## config.mk

```make
export PLATFORM = sky130hd
export DESIGN_NAME = qfp_commit
export DESIGN_NICKNAME = d
export VERILOG_FILES = /design/src/rtl/qfp_commit_pkg.sv /design/src/rtl/qfp_negate_class.sv /design/src/rtl/qfp_status_upd.sv /design/src/rtl/qfp_commit.sv
export SDC_FILE = /design/constraint.sdc
export NUM_CORES = 1
export LEC_CHECK = 0
export BUFFER_PORTS_ARGS = -buffer_cell sky130_fd_sc_hd__buf_2
export CAP_MARGIN = 20
export CORE_UTILIZATION = 25
export CTS_BUF_LIST = sky130_fd_sc_hd__clkbuf_4
export CTS_CLUSTER_SIZE = 24
export DETAILED_ROUTE_END_ITERATION = 8
export GPL_TIMING_DRIVEN = 0
export MAX_ROUTING_LAYER = met4
export PLACE_DENSITY = 0.59
export SYNTH_ARGS = -nofsm -noshare
export SYNTH_HDL_FRONTEND = slang
export SYNTH_SLANG_ARGS = --single-unit
```

## constraint.sdc

```tcl
create_clock -name clk -period 1.97 [get_ports clk]
set_input_delay 0.197 -clock clk [delete_from_list [all_inputs] [get_ports clk]]
set_output_delay 0.197 -clock clk [all_outputs]
set_load 0.02 [all_outputs]
```

## src/rtl/qfp_commit_pkg.sv

```systemverilog
package qfp_commit_pkg;

  typedef logic [4:0] cls_t;

  localparam cls_t CLS_QNAN  = 5'b10001;
  localparam cls_t CLS_NINF  = 5'b01001;
  localparam cls_t CLS_NNORM = 5'b01000;
  localparam cls_t CLS_NDEN  = 5'b11000;
  localparam cls_t CLS_NZERO = 5'b10010;
  localparam cls_t CLS_PZERO = 5'b00010;
  localparam cls_t CLS_PDEN  = 5'b10100;
  localparam cls_t CLS_PNORM = 5'b00100;
  localparam cls_t CLS_PINF  = 5'b00101;

  // Sticky status layout; first member is the MSB.
  typedef struct packed {
    logic inx;   // bit5
    logic unf;   // bit4
    logic ovf;   // bit3
    logic isi;   // bit2
    logic imz;   // bit1
    logic snan;  // bit0
  } stk_t;

endpackage

```

## src/rtl/qfp_negate_class.sv

```systemverilog
module qfp_negate_class
  import qfp_commit_pkg::*;
#(
  parameter int W    = 128,
  parameter int EXPW = 15
) (
  input  logic [W-1:0] din,
  output logic [W-1:0] dout,
  output cls_t         cls
);
  localparam int FRACW = W - 1 - EXPW;

  logic [EXPW-1:0]  ex;
  logic [FRACW-1:0] fr;
  logic             ex_ones, ex_zero, fr_zero, is_nan, nsign;

  assign ex      = din[W-2 -: EXPW];
  assign fr      = din[FRACW-1:0];
  assign ex_ones = &ex;
  assign ex_zero = ~|ex;
  assign fr_zero = ~|fr;
  assign is_nan  = ex_ones & ~fr_zero;

  assign dout  = is_nan ? din : {~din[W-1], din[W-2:0]};
  assign nsign = dout[W-1];

  always_comb begin
    if (is_nan)                 cls = CLS_QNAN;
    else if (ex_ones)           cls = nsign ? CLS_NINF  : CLS_PINF;
    else if (ex_zero & fr_zero) cls = nsign ? CLS_NZERO : CLS_PZERO;
    else if (ex_zero)           cls = nsign ? CLS_NDEN  : CLS_PDEN;
    else                        cls = nsign ? CLS_NNORM : CLS_PNORM;
  end
endmodule

```

## src/rtl/qfp_status_upd.sv

```systemverilog
module qfp_status_upd
  import qfp_commit_pkg::*;
(
  input  logic clk,
  input  logic rst_n,
  input  logic upd,
  input  stk_t raised,
  input  logic inv_any,
  input  logic inx,
  input  logic inc,
  output stk_t sticky,
  output logic exc_sum,
  output logic frac_rnd,
  output logic frac_inx
);
  stk_t fresh;
  assign fresh = raised & ~sticky;

  always_ff @(posedge clk) begin
    if (!rst_n) begin
      sticky   <= '0;
      exc_sum  <= 1'b0;
      frac_rnd <= 1'b0;
      frac_inx <= 1'b0;
    end else if (upd) begin
      sticky   <= sticky | raised;
      if (|fresh) exc_sum <= 1'b1;
      frac_rnd <= inc & ~inv_any;
      frac_inx <= inx & ~inv_any;
    end
  end
endmodule

```

## src/rtl/qfp_commit.sv

```systemverilog
module qfp_commit
  import qfp_commit_pkg::*;
#(
  parameter int W    = 128,
  parameter int EXPW = 15,
  parameter int FLDW = 5
) (
  input  logic              clk,
  input  logic              rst_n,
  input  logic              in_valid,
  input  logic              fac_en,
  input  logic              inv_en,
  input  logic [W-1:0]      res_in,
  input  logic [FLDW-1:0]   dst_fld,
  input  logic [FLDW-1:0]   src_a_fld,
  input  logic [FLDW-1:0]   src_b_fld,
  input  logic              flag_snan,
  input  logic              flag_imz,
  input  logic              flag_isi,
  input  logic              flag_ovf,
  input  logic              flag_unf,
  input  logic              flag_inx,
  input  logic              flag_inc,
  output logic [FLDW:0]     rd_a_idx,
  output logic [FLDW:0]     rd_b_idx,
  output logic              wr_en,
  output logic [FLDW:0]     wr_idx,
  output logic [W-1:0]      wr_data,
  output logic              trap,
  output logic [5:0]        sticky,
  output logic              exc_sum,
  output logic              frac_rnd,
  output logic              frac_inx,
  output logic [4:0]        res_class
);
  localparam int IDXW = FLDW + 1;

  function automatic logic [IDXW-1:0] upper(input logic [FLDW-1:0] f);
    return {1'b1, f};
  endfunction

  assign rd_a_idx = upper(src_a_fld);
  assign rd_b_idx = upper(src_b_fld);

  logic [W-1:0] neg_val;
  cls_t         neg_cls;

  qfp_negate_class #(.W(W), .EXPW(EXPW)) u_neg (
    .din  (res_in),
    .dout (neg_val),
    .cls  (neg_cls)
  );

  logic go, inv_any, commit;
  stk_t raised, stk_q;

  assign go      = in_valid & fac_en;
  assign inv_any = flag_snan | flag_imz | flag_isi;
  assign commit  = go & ~(inv_en & inv_any);

  assign raised = '{inx: flag_inx, unf: flag_unf, ovf: flag_ovf,
                    isi: flag_isi, imz: flag_imz, snan: flag_snan};

  qfp_status_upd u_stat (
    .clk      (clk),
    .rst_n    (rst_n),
    .upd      (go),
    .raised   (raised),
    .inv_any  (inv_any),
    .inx      (flag_inx),
    .inc      (flag_inc),
    .sticky   (stk_q),
    .exc_sum  (exc_sum),
    .frac_rnd (frac_rnd),
    .frac_inx (frac_inx)
  );

  assign sticky = stk_q;

  always_ff @(posedge clk) begin
    if (!rst_n) begin
      wr_en     <= 1'b0;
      trap      <= 1'b0;
      wr_idx    <= '0;
      wr_data   <= '0;
      res_class <= '0;
    end else begin
      wr_en <= commit;
      trap  <= in_valid & ~fac_en;
      if (commit) begin
        wr_idx    <= upper(dst_fld);
        wr_data   <= neg_val;
        res_class <= neg_cls;
      end
    end
  end
endmodule

```

==> reports/results.ini <==
[outcome]
status=finished clean

[route]
drt-pass1-iter-count=4
drc=0
antenna_left=0
drt-wirelength-per-cell_um=15.64
drt_iter0_markers=301
finalWirelength_mm=23.83
via_count=6746
via_per_inst=4.427

[synth]
yosysWarnings=0
netlist_area_sq_mm=0.005932
synth_edf_count=0
async_flop_share_pct=0
synth_ff_type=dfxtp_1
synth.distinct_cells=32
seq_area_frac_synth_pct=50.62
ys_seq_elements=150
avgSynthCellArea_sq_um=8.308
syn-instance-count=714

[finish]
nets=1344
layout_common_cells=buf_2, nand2_1, dlygate4sd3_1, dfxtp_1, a21boi_0
synthToLayoutAreaGrowth_pct=64.48
drive_above_1_share_pct=32.03
nFillCells=2416
final_common_cell=buf_2
utilization_pct=41.69

[clocking]
cts_buffer_depth=2
clock_sinks=150
numCtsBuffers=17
clock_latency_ns=0.52
htreeDepth=4
clk_pin_slew_ns=0.14
cts_tree=built
cts_root_buffer=clkbuf_4

[critical_path]
arrival_ns=2.41
cp.required_ns=2.42
crit_fanout=2
ff2ff_path_depth=3
critPathLaunchType=input pin
r2r-end=wr_data[116]
endpoint_kind=flip-flop
reg2reg_slack_ns=0.75
r2r_start=wr_data[116]
path_class=in -> reg

[hold_path]
hp-class=in -> reg
hold_path_depth=2
min_to=wr_data[2]
hp-start=rst_n

[global_routing]
grt.busiest_layer=met2
grt_use_met2_pct=33.42
grt_pass1_vias=6696
grt.total_usage_pct=19.66
grt_pass1_wl_mm=35.38
grt.overflow.total=0
met3_usage_pct=4.611
grt_util_met1_pct=22.14
grt_max_degree=17
antenna_found_initial=2

[floorplan]
die_w_um=156.0
die_h_um=156.0
io_pins=317
die-area_sq_mm=0.02435
core_area_sq_mm=0.02340
row_count=56
initial_utilization_pct=25.35

[power]
ir_drop_v=0.0003061
p_total_mw=6.411
power_density_mw_per_mm2=657.1
p_leak_nw=4.305

[placed_design]
port_buffers=303
dpl.hpwl_mm=16.98
dp_slack_ns=-0.7296
place_congestion=0.8243

[sta]
slew_violations=0
worst_pin_slew_ns=0.7270
period_share_pct=99.40
final-hold-violation-count=0
finalSetupViolCount=0
max_slew_margin_pct=51.53
fin_crit_ns=1.958
fin_skew_ns=0.0006603
max_freq_ghz=0.5107
fin_ws_ns=0.01183

[run]
max_cap_viol_count=0

[routing by layer]
metal / wire (um) / vias up
met1: 10190 / 3156
met5: 0 / -
li1: - / 3315
met2: 11650 / 234
met3: 1286 / 41
met4: 703 / 0
[how the worst max path moves through the flow]
stage / start / endpoint / slack, ns / depth (start not counted)
after floorplan: res_in[104] / res_class[3] / 0.55 / 6
after global placement: res_in[53] / res_class[2] / -0.70 / 7
after detailed placement: res_in[53] / res_class[2] / -0.73 / 7
after CTS: res_in[54] / res_class[2] / 0.009 / 8
after global routing: res_in[69] / res_class[3] / -0.04 / 8
final: res_in[69] / res_class[3] / 0.01 / 8
[cell usage after synthesis (all sizes together), types with 2 or more instances]
| master | n | area, sq um |
|---|---|---|
| nor3 | 3 | 15.01 |
| dfxtp | 150 | 3003 |
| inv | 5 | 18.77 |
| nand2 | 273 | 1025 |
| buf | 38 | 222.7 |
| nor2b | 8 | 50.05 |
| nand3 | 6 | 30.03 |
| a21oi | 11 | 66.32 |
| o21ai | 4 | 20.01 |
| nor2 | 2 | 7.510 |
| nand4 | 11 | 68.82 |
| nor4 | 32 | 200.2 |
| o21a | 2 | 15.01 |
| clkbuf | 20 | 75.07 |
| nand2b | 2 | 12.51 |
| a21boi | 134 | 1006 |
| and2 | 2 | 12.51 |
[final cells by class]
cell class	instances	area [sq um]	share of cell area, %
repair buffers	455	3038	31.14
flip-flops and latches	150	3003	30.78
multi-input cells	502	2698	27.65
well taps	319	399.1	4.091
plain buffers	58	299.0	3.065
clock inverters	14	158.9	1.629
clock buffers	18	135.1	1.385
inverters	5	18.77	0.1924
diodes	3	7.507	0.07694
[power breakdown]
part           switching [mW]  internal [mW]  leakage, nW
Sequential             0.0568           3.15         1.22
Clock                    1.19          0.885        0.157
Combinational           0.598          0.533         2.93
Total                    1.85           4.56         4.30
[kinds of logic after synthesis]
| family | count (synthesis) | synth area share, % |
|---|---|---|
| AND/OR/NAND/NOR | 342 | 24.38 |
| other | 1 | 0.06322 |
| XOR/XNOR | 1 | 0.1477 |
| flip-flops | 150 | 50.62 |
| multiplexers | 1 | 0.1687 |
| buffers and inverters | 63 | 5.336 |
| AO/OA/AOI/OAI | 156 | 19.28 |
[flip-flops by register name, summed over array words and instances (netlist names)]
name,count
res_class,5
trap,1
u_stat.exc_sum,1
u_stat.frac_inx,1
u_stat.frac_rnd,1
u_stat.sticky,6
wr_data,128
wr_en,1
wr_idx,6
[worst max-delay path: stages]
cell	delay, ns
dlygate4sd3_1	0.54
buf_2	0.13
nor4_2	0.26
nand4_1	0.30
nor4_4	0.44
nand2_2	0.12
mux2i_2	0.18
o31ai_1	0.23
[through the flow]
step,setup TNS [ns],area [sq um],hold slack [ns],std cells
3_3_place_gp,-6.252,7851,0.3863,1337
4_1_cts,0,9653,0.002687,1519
3_5_place_dp,-9.807,7851,0.3855,1337
6_report,0,9757,0.1061,1524
2_1_floorplan,0,5936,0.2685,715
5_1_grt,-0.03720,9754,0.05723,1523
[timing repair]
item	4_1_cts	5_1_grt
hold buffers	150	1
hold endpoints to repair	144	5
setup endpoints to repair	2	8
resized for setup	1	14
pin swaps	0	6
buffers inserted	0	2
Note: power is estimated with default switching activity, not from simulation.
